### config.mk
export PLATFORM = sky130hd
export DESIGN_NAME = fill_engine
export DESIGN_NICKNAME = d
export VERILOG_FILES = /design/src/rtl/fill_pkg.sv /design/src/rtl/fill_chan.sv /design/src/rtl/fill_arb.sv /design/src/rtl/fill_engine.sv
export SDC_FILE = /design/constraint.sdc
export NUM_CORES = 1
export LEC_CHECK = 0
export BUFFER_PORTS_ARGS = -buffer_cell sky130_fd_sc_hd__buf_2
export CELL_PAD_IN_SITES_DETAIL_PLACEMENT = 1
export CELL_PAD_IN_SITES_GLOBAL_PLACEMENT = 2
export CORE_MARGIN = 2
export CORE_UTILIZATION = 34
export DETAILED_ROUTE_END_ITERATION = 10
export PLACE_DENSITY_LB_ADDON = 0.1
export REMOVE_ABC_BUFFERS = 1
export SETUP_SLACK_MARGIN = 0.2
export SLEW_MARGIN = 30
export SYNTH_ARGS = -nofsm -noshare
export SYNTH_HDL_FRONTEND = slang
export SYNTH_SLANG_ARGS = --single-unit
### constraint.sdc
create_clock -name clk -period 5.2 [get_ports clk]
set_clock_uncertainty 0.05 [all_clocks]
set_input_delay 0.26 -clock clk [delete_from_list [all_inputs] [get_ports clk]]
set_output_delay 0.26 -clock clk [all_outputs]
set_load 0.02 [all_outputs]
### src/rtl/fill_pkg.sv
package fill_pkg;
    localparam int NCH = 2;
    localparam int DW  = 32;
    localparam int BEW = DW / 8;

    typedef enum logic [1:0] {PW16, PW24, PW32} pat_w_t;

    function automatic pat_w_t mode_to_width(input logic [1:0] m);
        if (m[0])      return PW24;
        else if (m[1]) return PW32;
        else           return PW16;
    endfunction

    function automatic logic [2:0] pat_step(input pat_w_t w);
        case (w)
            PW24:    return 3'd3;
            PW32:    return 3'd4;
            default: return 3'd2;
        endcase
    endfunction

    function automatic logic [BEW-1:0] pat_be(input pat_w_t w);
        case (w)
            PW24:    return 4'b0111;
            PW32:    return 4'b1111;
            default: return 4'b0011;
        endcase
    endfunction

    function automatic logic [DW-1:0] pat_data(input pat_w_t w, input logic [DW-1:0] v);
        case (w)
            PW24:    return {8'h00, v[23:0]};
            PW32:    return v;
            default: return {16'h0000, v[15:0]};
        endcase
    endfunction
endpackage

### src/rtl/fill_chan.sv
module fill_chan
    import fill_pkg::*;
#(
    parameter int AW = 16
) (
    input  logic               clk,
    input  logic               rst,
    input  logic               cfg_wr,
    input  logic               cfg_trig,
    input  logic [AW-1:0]      cfg_start,
    input  logic [AW-1:0]      cfg_end,
    input  logic [DW-1:0]      cfg_value,
    input  logic [1:0]         cfg_mode,
    input  logic               take,
    output logic               want,
    output logic [AW-1:0]      beat_addr,
    output logic [DW-1:0]      beat_data,
    output logic [BEW-1:0]     beat_be,
    output logic               busy,
    output logic               fin,
    output logic               irq
);
    logic [AW:0]   cur_q;
    logic [AW-1:0] end_q;
    logic [DW-1:0] val_q;
    pat_w_t        pw_q;
    logic          nz_q;
    logic          fits;

    always_comb begin
        if (pw_q == PW32) fits = (cur_q + (AW+1)'(4)) <= {1'b0, end_q};
        else              fits = cur_q < {1'b0, end_q};
    end

    assign want      = busy && nz_q && fits;
    assign beat_addr = cur_q[AW-1:0];
    assign beat_data = pat_data(pw_q, val_q);
    assign beat_be   = pat_be(pw_q);

    always_ff @(posedge clk) begin
        if (rst) begin
            busy  <= 1'b0;
            fin   <= 1'b0;
            irq   <= 1'b0;
            cur_q <= '0;
            end_q <= '0;
            val_q <= '0;
            pw_q  <= PW16;
            nz_q  <= 1'b0;
        end else begin
            irq <= 1'b0;
            if (!busy && cfg_wr && cfg_trig) begin
                busy  <= 1'b1;
                fin   <= 1'b0;
                cur_q <= {1'b0, cfg_start};
                end_q <= cfg_end;
                val_q <= cfg_value;
                pw_q  <= mode_to_width(cfg_mode);
                nz_q  <= (cfg_start != '0);
            end else if (busy && !want) begin
                busy <= 1'b0;
                fin  <= 1'b1;
                irq  <= nz_q;
            end else if (take) begin
                cur_q <= cur_q + (AW+1)'(pat_step(pw_q));
            end
        end
    end
endmodule

### src/rtl/fill_arb.sv
module fill_arb
    import fill_pkg::*;
#(
    parameter int AW = 16,
    parameter int N  = NCH
) (
    input  logic               clk,
    input  logic               rst,
    input  logic [N-1:0]       want,
    input  logic [AW-1:0]      in_addr [N],
    input  logic [DW-1:0]      in_data [N],
    input  logic [BEW-1:0]     in_be   [N],
    input  logic               mem_rdy,
    output logic               mem_req,
    output logic [AW-1:0]      mem_addr,
    output logic [DW-1:0]      mem_data,
    output logic [BEW-1:0]     mem_be,
    output logic [N-1:0]       take
);
    localparam int SW = (N > 1) ? $clog2(N) : 1;

    logic [SW-1:0] sel, held_q, pick;
    logic          stall_q, found;

    always_comb begin
        pick  = '0;
        found = 1'b0;
        for (int i = 0; i < N; i++) begin
            if (want[i] && !found) begin
                pick  = SW'(i);
                found = 1'b1;
            end
        end
        sel = stall_q ? held_q : pick;
    end

    assign mem_req  = want[sel];
    assign mem_addr = in_addr[sel];
    assign mem_data = in_data[sel];
    assign mem_be   = in_be[sel];

    generate
        for (genvar g = 0; g < N; g++) begin : g_take
            assign take[g] = (sel == SW'(g)) && mem_req && mem_rdy;
        end
    endgenerate

    always_ff @(posedge clk) begin
        if (rst) begin
            held_q  <= '0;
            stall_q <= 1'b0;
        end else begin
            held_q  <= sel;
            stall_q <= mem_req && !mem_rdy;
        end
    end
endmodule

### src/rtl/fill_engine.sv
module fill_engine
    import fill_pkg::*;
#(
    parameter int AW = 16
) (
    input  logic               clk,
    input  logic               rst,
    input  logic               cfg_wr,
    input  logic               cfg_sel,
    input  logic               cfg_trig,
    input  logic [AW-1:0]      cfg_start,
    input  logic [AW-1:0]      cfg_end,
    input  logic [31:0]        cfg_value,
    input  logic [1:0]         cfg_mode,
    output logic               mem_req,
    output logic [AW-1:0]      mem_addr,
    output logic [31:0]        mem_data,
    output logic [3:0]         mem_be,
    input  logic               mem_rdy,
    output logic [1:0]         ch_busy,
    output logic [1:0]         ch_done,
    output logic [1:0]         ch_irq
);
    logic [NCH-1:0] want, take;
    logic [AW-1:0]  b_addr [NCH];
    logic [DW-1:0]  b_data [NCH];
    logic [BEW-1:0] b_be   [NCH];

    generate
        for (genvar c = 0; c < NCH; c++) begin : g_ch
            fill_chan #(.AW(AW)) u_chan (
                .clk       (clk),
                .rst       (rst),
                .cfg_wr    (cfg_wr && (cfg_sel == 1'(c))),
                .cfg_trig  (cfg_trig),
                .cfg_start (cfg_start),
                .cfg_end   (cfg_end),
                .cfg_value (cfg_value),
                .cfg_mode  (cfg_mode),
                .take      (take[c]),
                .want      (want[c]),
                .beat_addr (b_addr[c]),
                .beat_data (b_data[c]),
                .beat_be   (b_be[c]),
                .busy      (ch_busy[c]),
                .fin       (ch_done[c]),
                .irq       (ch_irq[c])
            );
        end
    endgenerate

    fill_arb #(.AW(AW), .N(NCH)) u_arb (
        .clk      (clk),
        .rst      (rst),
        .want     (want),
        .in_addr  (b_addr),
        .in_data  (b_data),
        .in_be    (b_be),
        .mem_rdy  (mem_rdy),
        .mem_req  (mem_req),
        .mem_addr (mem_addr),
        .mem_data (mem_data),
        .mem_be   (mem_be),
        .take     (take)
    );
endmodule

==> results.txt, run 1 <==
Max-cap violations in this run came to 0. Once placement completed, the tool counted placed cells totaling 1510. The H-tree was split into 4 levels. In the post-synthesis netlist, the cell with the most instances is sky130_fd_sc_hd__nand2_1. The die outline height is 163.1 um.

The cell area after synthesis is 0.008602 sq mm. The count of nets left with antenna violations after detail routing came out at 0. The width of the die is 163.1 um. Among the stages of the critical path, the cell type that occurs most often is sky130_fd_sc_hd__ha_1. The first global-routing pass estimated 46190 um of wire. The biggest area contributor in the post-synthesis netlist is sky130_fd_sc_hd__dfxtp_1. Synthesis produced 1098 cells.

The overall power of the completed layout is 0.002816 W. The CTS buffer count is 17. TritonCTS built the clock tree. The clock drives 144 sinks.

The number of enable-type register cells in the synthesized netlist came out at 0. The via count of the routed design came out at 8101. The die area came out at 0.02659 sq mm. Traced cell by cell, the critical path runs through ha_1 > and4_1 > nand3_1 > xnor2_1 > ha_1 > nand2_1 > or3_1 > a31o_2 > a31oi_2 > nor3_4 > o31ai_4 > buf_4 > buf_8 > mux2_2 > buf_2.

The net count of the finished layout is 1354. The clock edge transition at the registers on the reported setup and hold paths came out at 80 ps. The clock period minus worst slack came out at 4776 ps. The cell sitting at the root of the clock tree is a sky130_fd_sc_hd__clkbuf_16. STA classifies the critical path endpoint as a primary output. The fraction of registers with async set or reset after synthesis came out at 0. The source-to-sink clock delay at the later pin of the worst-skew pair came out at 430 ps.

The routed wire length came out at 30220 um. The post-synthesis average cell area is 7.834 sq um. The worst-case headroom to the max-slew limit is 0.3915.

The flow ran to the end, and the final reports show no timing, DRC or antenna violations. Relative to the synthesized area, the layout overhead comes to 19.04%. The final setup violation count is 0.

The final HPWL from detailed placement came out at 21660 um. The largest voltage drop on the vdd net is 193.1 uV. The via count of the first global-routing pass is 8187. The hold buffer count at CTS is 0. The count of filler cells inserted in the layout is 3116. At the pin with the least slew margin, the transition time is 912.7 ps. The global route total overflow came out at 0.

The share of cells above drive strength 1 came out at 0.1967. The share of synthesized area in the top cell type comes to 0.3351. The power density relative to cell area came out at 275.1 mW/mm^2. The buffer and inverter count on the worst path is 3. The maximum number of pins on one net before global-route repair came out at 67.

The detail-routed via count per cell came out at 5.223. The count of input and output buffers came out at 128. The minimum setup slack after placement is 503.0 ps. The post-synthesis register bit count is 144. The number of warnings printed during yosys synthesis came out at 0. The final max-slew violation count is 0.

The worst setup path is of the reg2out kind. The setup slack after layout is 423.6 ps. The number of hold violations in the final report is 0.

The number of distinct library cell variants in the gate-level netlist after synthesis came out at 65. At the end of routability-driven placement, the weighted congestion stood at 0.8619. The average routed wire per standard cell came out at 19.48 um. The part of the cycle the worst path needs is 0.9185. The largest single stage delay on the critical path is 470 ps. By area the synthesized netlist is led by sky130_fd_sc_hd__dfxtp_1 (34%), sky130_fd_sc_hd__nand2_1 (11%), sky130_fd_sc_hd__ha_1 (10%). The worst hold path belongs to the class in2reg. The maximum buffer depth of the clock tree came out at 2. Among all flip-flop cells after synthesis, the most frequent one is sky130_fd_sc_hd__dfxtp_1. Setup repair after global routing left no endpoint under its margin. The sort of element at the start of the critical path is a register. In the global route stage, overall resource usage came out at 0.2255. The area of the core is 0.02504 sq mm. The detailed-router iteration count before antenna repair is 4. The violation count after the first detailed-routing iteration came out at 275. The number of antenna violations at the first check in global routing came out at 1. The non-filler instance count after layout came out at 1551.

The arrival time at the worst endpoint is 4470 ps. The initial utilization of the core area, before any placement, comes to 0.3436. The final routed DRC violation total is 0. The leakage power is 4.112 nW. The maximum fanout count along the critical path came out at 19.

The final cell utilization of the core is 0.4090. Ranked by instance count, the synthesized netlist is headed by sky130_fd_sc_hd__nand2_1 (254), sky130_fd_sc_hd__dfxtp_1 (144), sky130_fd_sc_hd__a21oi_1 (129), sky130_fd_sc_hd__ha_1 (72), sky130_fd_sc_hd__nor2_1 (49). Row generation in the floorplan step produced 58 rows. The slowest stage of the critical path is the sky130_fd_sc_hd__dfxtp_1 cell. The boundary pin count is 131. Of the synthesized area, sequential elements account for 0.3351.

On the final layout, the worst hold slack is 11.11 ps. Among cell families on the critical path, the largest total delay comes from simple AND/OR/NAND/NOR gates. Based on the critical path, the design can be clocked at up to 209.4 MHz. For the worst setup path, the data required time is 4890 ps.
-- logic make-up after synthesis --
kind of cell / after synthesis / synth area share
other cells: 1 / 0.0004359
compound gates: 236 / 0.1641
fa+ha+maj: 74 / 0.1094
simple gates: 442 / 0.2362
xor+xnor: 41 / 0.04174
mux: 40 / 0.05076
flops: 144 / 0.3351
buf+inv: 120 / 0.06225
-- where the power goes --
part           internal (W)  switching (W)
Clock              0.000637       0.000580
Sequential          0.00114      0.0000385
Combinational      0.000163       0.000254
-- layout make-up --
type	instances	area, sq um	share of cell area
Multi-Input combinational cell	835	5233	0.5110
Sequential cell	144	2890	0.2823
Timing Repair Buffer	164	968.4	0.09457
Clock buffer	17	425.4	0.04154
Tap cell	330	412.9	0.04032
Inverter	46	172.7	0.01686
Clock inverter	14	135.1	0.01320
Antenna cell	1	2.502	0.0002444
-- worst reg2reg max path, cell delays in order (launching register included) --
cell	delay [ps]
sky130_fd_sc_hd__dfxtp_1	470
sky130_fd_sc_hd__ha_1	270
sky130_fd_sc_hd__and4_1	350
sky130_fd_sc_hd__nand2_1	100
sky130_fd_sc_hd__xnor2_1	140
sky130_fd_sc_hd__ha_1	300
sky130_fd_sc_hd__a211oi_1	250
sky130_fd_sc_hd__o21ai_0	150
sky130_fd_sc_hd__a211oi_1	320
sky130_fd_sc_hd__a31oi_2	230
sky130_fd_sc_hd__or4_4	600
sky130_fd_sc_hd__and3_1	190
sky130_fd_sc_hd__buf_4	210
sky130_fd_sc_hd__a311oi_1	310
sky130_fd_sc_hd__nor3_1	80
-- routing by layer --
| metal | share of wire | vias to the layer above | global-route usage | wire length [um] |
|---|---|---|---|---|
| met5 | 0 | - | 0 | 0 |
| met4 | 0.019 | 0 | 0.06999 | 580 |
| met3 | 0.029 | 30 | 0.03580 | 874 |
| met2 | 0.49 | 123 | 0.3956 | 14740 |
| met1 | 0.46 | 3918 | 0.2834 | 14020 |
| li1 | - | 4030 | - | - |
-- sequential cells by signal (all words and copies together), names as in the netlist --
signal / flops
g_ch.u_chan.pw_q: 4
g_ch.u_chan.busy: 2
g_ch.u_chan.fin: 2
g_ch.u_chan.irq: 2
g_ch.u_chan.nz_q: 2
g_ch.u_chan.val_q: 64
u_arb.stall_q: 1
g_ch.u_chan.cur_q: 34
u_arb.held_q: 1
g_ch.u_chan.end_q: 32
-- worst paths after layout --
kind	cells past startpoint	startpoint	end	slack, ps
max reg2reg	14	g_ch[0].u_chan.cur_q[2]	g_ch[1].u_chan.cur_q[10]	1060
min	3	cfg_value[8]	g_ch[1].u_chan.val_q[8]	10
min reg2reg	2	g_ch[0].u_chan.val_q[8]	g_ch[0].u_chan.val_q[8]	400
max	15	g_ch[0].u_chan.cur_q[2]	mem_addr[7]	420
-- placed cells by master (no fill, tap or decap), types with 25 or more instances in the layout --
| cell type | instances |
|---|---|
| sky130_fd_sc_hd__nand3_1 | 43 |
| sky130_fd_sc_hd__buf_2 | 127 |
| sky130_fd_sc_hd__o21ai_0 | 40 |
| sky130_fd_sc_hd__ha_1 | 72 |
| sky130_fd_sc_hd__nor2_1 | 48 |
| sky130_fd_sc_hd__nand2_1 | 254 |
| sky130_fd_sc_hd__buf_4 | 33 |
| sky130_fd_sc_hd__a21oi_1 | 129 |
| sky130_fd_sc_hd__dfxtp_1 | 140 |
| sky130_fd_sc_hd__inv_1 | 45 |
| sky130_fd_sc_hd__xor2_1 | 25 |
-- stage by stage --
stage | setup TNS (ps) | cell area, sq um
after global routing | 0 | 10240
final | 0 | 10240
after floorplan | -2822 | 8243
after detailed placement | 0 | 9525
after global placement | 0 | 9518
after CTS | 0 | 10100
-- what timing repair did --
action                                  CTS  global route
gates resized for setup                   3            12
endpoints found under the setup margin   33            50
pin swaps                                 0             4
cloned                                    0             2
buffers inserted                          0             7
(Power assumes the default switching activity.)
==> run 2, diff against run 1 <==
--- a/config.mk
+++ b/config.mk
@@ -9,7 +9,7 @@
 export CELL_PAD_IN_SITES_DETAIL_PLACEMENT = 1
 export CELL_PAD_IN_SITES_GLOBAL_PLACEMENT = 2
 export CORE_MARGIN = 2
-export CORE_UTILIZATION = 34
+export CORE_UTILIZATION = 30
 export DETAILED_ROUTE_END_ITERATION = 10
 export PLACE_DENSITY_LB_ADDON = 0.1
 export REMOVE_ABC_BUFFERS = 1
==> constraint.sdc (replaced) <==
create_clock -name clk -period 3.9 [get_ports clk]
set_clock_uncertainty 0.05 [all_clocks]
set_input_delay 0.195 -clock clk [delete_from_list [all_inputs] [get_ports clk]]
set_output_delay 0.195 -clock clk [all_outputs]
set_load 0.02 [all_outputs]
==> results.txt, run 2 (synthesis gave the netlist of run 1 again) <==
Setup repair after global routing could not meet its margin everywhere. The via count of the routed design is 8797 (+8.6%). In the final layout, the registers with the most flip-flops are g_ch.u_chan.val_q x64, g_ch.u_chan.cur_q x34, g_ch.u_chan.end_q x32.

The transition at the pin with the smallest max-transition slack is 942.0 ps (+29.33 ps). The number of antenna cells inserted came out at 0 (-1). The die area came out at 0.03004 sq mm (+13%). The top cell types in the final layout, fill and taps aside, are sky130_fd_sc_hd__nand2_1 (245), sky130_fd_sc_hd__a21oi_1 (129), sky130_fd_sc_hd__dfxtp_1 (129), sky130_fd_sc_hd__buf_4 (92), sky130_fd_sc_hd__buf_2 (82). Relative to the synthesized area, the layout overhead comes to 49.83%.

The checks that failed: negative setup slack. The run finished, with violations left. The final cell utilization of the core is 0.4601 (+0.05114). The arrival time at the worst endpoint came out at 4250 ps (-220 ps).

The wire length of the first global-routing pass is 53230 um (+15%). The routed wire length is 34540 um (+14%). The overall power of the completed layout came out at 0.003960 W (+41%).

The weighted congestion at the end of routability-driven global placement came to 0.8410 (-2.4%). The delay of the slowest critical-path stage is 400 ps (-70 ps). g_ch.u_chan.val_q holds more flip-flops than any other register. The part of the cycle the worst path needs came out at 1.153. The die outline height was 173.3 um (+6.3%). The count of nets left with antenna violations after detail routing came to 0 (unchanged).

The initial core utilization is 0.3071 (-0.03648). The violation count after the first detailed-routing iteration is 363 (+32%). The most common cell after layout, fill and taps aside is sky130_fd_sc_hd__nand2_1. The startpoint identified for the worst hold timing path is cfg_end[7]. The site row count is 61 (+5.2%).

The width of the die came out at 173.3 um (+6.3%). The final HPWL from detailed placement is 22860 um (+5.5%). The leakage power is 5.114 nW (+24%). The detailed-router iteration count before antenna repair was 4 (unchanged). The detail-routed via count per cell came out at 5.035 (-3.6%). The area of the core is 0.02801 sq mm (+12%). The global route total overflow is 0 (unchanged). The clock edge transition at the registers on the reported setup and hold paths came to 70 ps (about the same). The share of cells above drive strength 1 came out at 0.3258 (+0.1291). The global routing usage summed across all routing layers came out at 0.2275 (+0.001999). The final routed DRC violation total is 0 (unchanged). The max-cap check violation count is 0 (unchanged). The CTS buffer count came out at 17 (unchanged). The slowest cell on the critical path is sky130_fd_sc_hd__or3_4.

The worst reg-to-reg path cell count was 24 (+10). The non-filler instance count after layout is 1747 (+13%). The power density relative to cell area came out at 307.3 mW/mm^2 (+12%).

The final max-slew violation count was 0 (unchanged). By startpoint and endpoint, the worst setup path is classified as reg2out. The worst setup path is launched from a register.

The net count of the finished layout is 1503 (+11%). The maximum level of the CTS H-tree is 4 (unchanged). In this run the clock root is driven by a sky130_fd_sc_hd__clkbuf_16. The placed cell count is 1615 (+7.0%). The minimum setup slack after placement is -197.3 ps (-700.3 ps). The worst setup path is captured at a primary output.

The total clock sinks is 144 (unchanged). The maximum number of pins on one net before global-route repair came out at 84 (+25%). TritonCTS built the clock tree.

The number of antenna violations at the first check in global routing came out at 0 (-1). The worst-case headroom to the max-slew limit came out at 0.3720 (-0.01955). The boundary pin count came out at 131 (unchanged). The highest clock rate is 222.3 MHz.

The maximum fanout count along the critical path is 5 (-14). Traced cell by cell, the critical path runs through nand4_1 > nor2_2 > nand3_2 > nor2_4 > xor2_2 > ha_4 > and3_4 > nand3_2 > or3_4 > a311oi_4 > o211ai_1 > o31ai_4 > buf_6 > buf_12 > buf_16 > mux2_4 > buf_6. The final setup violation count came to 68 (+68).

The routed design could run at a clock period as short as 4498 ps. The tightest min-delay check is of the in2reg type. In this run the critical register-to-register path is launched from g_ch[1].u_chan.cur_q[9]. The count of input and output buffers is 128 (unchanged). The number of flip-flops under the largest register name came to 64 (unchanged). The average routed wire per standard cell is 19.77 um (+1.5%). The required time reported for the critical path endpoint came out at 3650 ps (-1240 ps). In this run the critical register-to-register path is captured at g_ch[1].u_chan.cur_q[6]. The via count of the first global-routing pass is 9175 (+12%). The number of hold violations in the final report came out at 0 (unchanged).

The setup slack after layout came out at -598.4 ps (-1022 ps). The reg2reg setup slack came out at -450 ps (-1510 ps). The endpoint of the most critical setup path is mem_data[15]. The source-to-sink clock delay at the later pin of the worst-skew pair is 430 ps (about the same).

The largest voltage drop on the vdd net is 237.1 uV (+23%). The maximum buffer depth of the clock tree came to 2 (unchanged). The count of filler cells inserted in the layout came to 3307 (+6.1%). The first element of the critical path is g_ch[1].u_chan.cur_q[9].
==> run 2: changes by cell type in the layout (fill, tap and decap cells not counted), moves of 10 or more <==
cell / delta
sky130_fd_sc_hd__mux2_1: -12
sky130_fd_sc_hd__o21ai_2: +11
sky130_fd_sc_hd__buf_4: +59
sky130_fd_sc_hd__mux2_4: +23
sky130_fd_sc_hd__nand3_1: -18
sky130_fd_sc_hd__buf_2: -45
sky130_fd_sc_hd__mux2_2: -11
sky130_fd_sc_hd__dlygate4sd3_1: +49
sky130_fd_sc_hd__dfxtp_2: +12
sky130_fd_sc_hd__buf_6: +67
sky130_fd_sc_hd__nand3_2: +10
sky130_fd_sc_hd__dfxtp_1: -11
sky130_fd_sc_hd__buf_16: +11
sky130_fd_sc_hd__o21ai_0: -21
==> run 2: cell type report <==
type                       count  area, sq um  share of cell area
multi-input combinational    835         5889              0.4569
tap                          378        473.0             0.03670
clock inverter                14        147.6             0.01146
timing repair buffer         313         2879              0.2234
inverter                      46        172.7             0.01340
sequential                   144         2902              0.2251
clock buffer                  17        425.4             0.03301
==> run 2: report_power, final <==
group	switching, W	internal, W	total (W)
combinational	0.000406	0.000331	0.000737
sequential	0.0000409	0.00153	0.00157
clock	0.000755	0.000900	0.00166
==> run 2: worst min path at each step <==
stage	endpoint	cells past startpoint
3_3_place_gp	u_arb.stall_q	2
2_1_floorplan	g_ch[0].u_chan.busy	1
3_5_place_dp	u_arb.stall_q	2
6_report	g_ch[1].u_chan.end_q[7]	3
5_1_grt	g_ch[0].u_chan.end_q[7]	3
4_1_cts	g_ch[0].u_chan.end_q[7]	3
==> run 2: repair_timing <==
item,CTS,global route
endpoints found under the hold margin,93,0
hold buffers,49,0
resized for setup,229,74
setup endpoints to repair,86,86
pin swaps,33,40
buffers inserted,30,11
cloned,9,0
==> run 2: per-layer routing <==
metal  routed length, um  vias up  GRT usage
met4                 854        0    0.07874
met2               16870      180     0.3863
met3                1327       46    0.04101
met1               15480     4249     0.2895
li1                    -     4322          -
met5                   0        -          0
==> run 2: worst max-delay path: cells and delay by family, from the launching register on <==
| family | cells | cell delay [ps] |
|---|---|---|
| compound gates | 3 | 970 |
| xor+xnor | 1 | 90 |
| fa+ha+maj | 1 | 280 |
| buf+inv | 4 | 580 |
| flops | 1 | 350 |
| mux | 1 | 310 |
| simple gates | 7 | 1220 |
==> run 2: metrics by stage <==
step | area [sq um] | hold slack (ps) | TNS, ps
floorplan | 8243 | 214.1 | -109210
global placement | 10040 | 381.7 | -6932
detailed placement | 10040 | 385.0 | -8050
CTS | 12380 | 2.124 | -14630
global route | 12890 | 13.17 | -46610
finish | 12890 | 26.17 | -32370
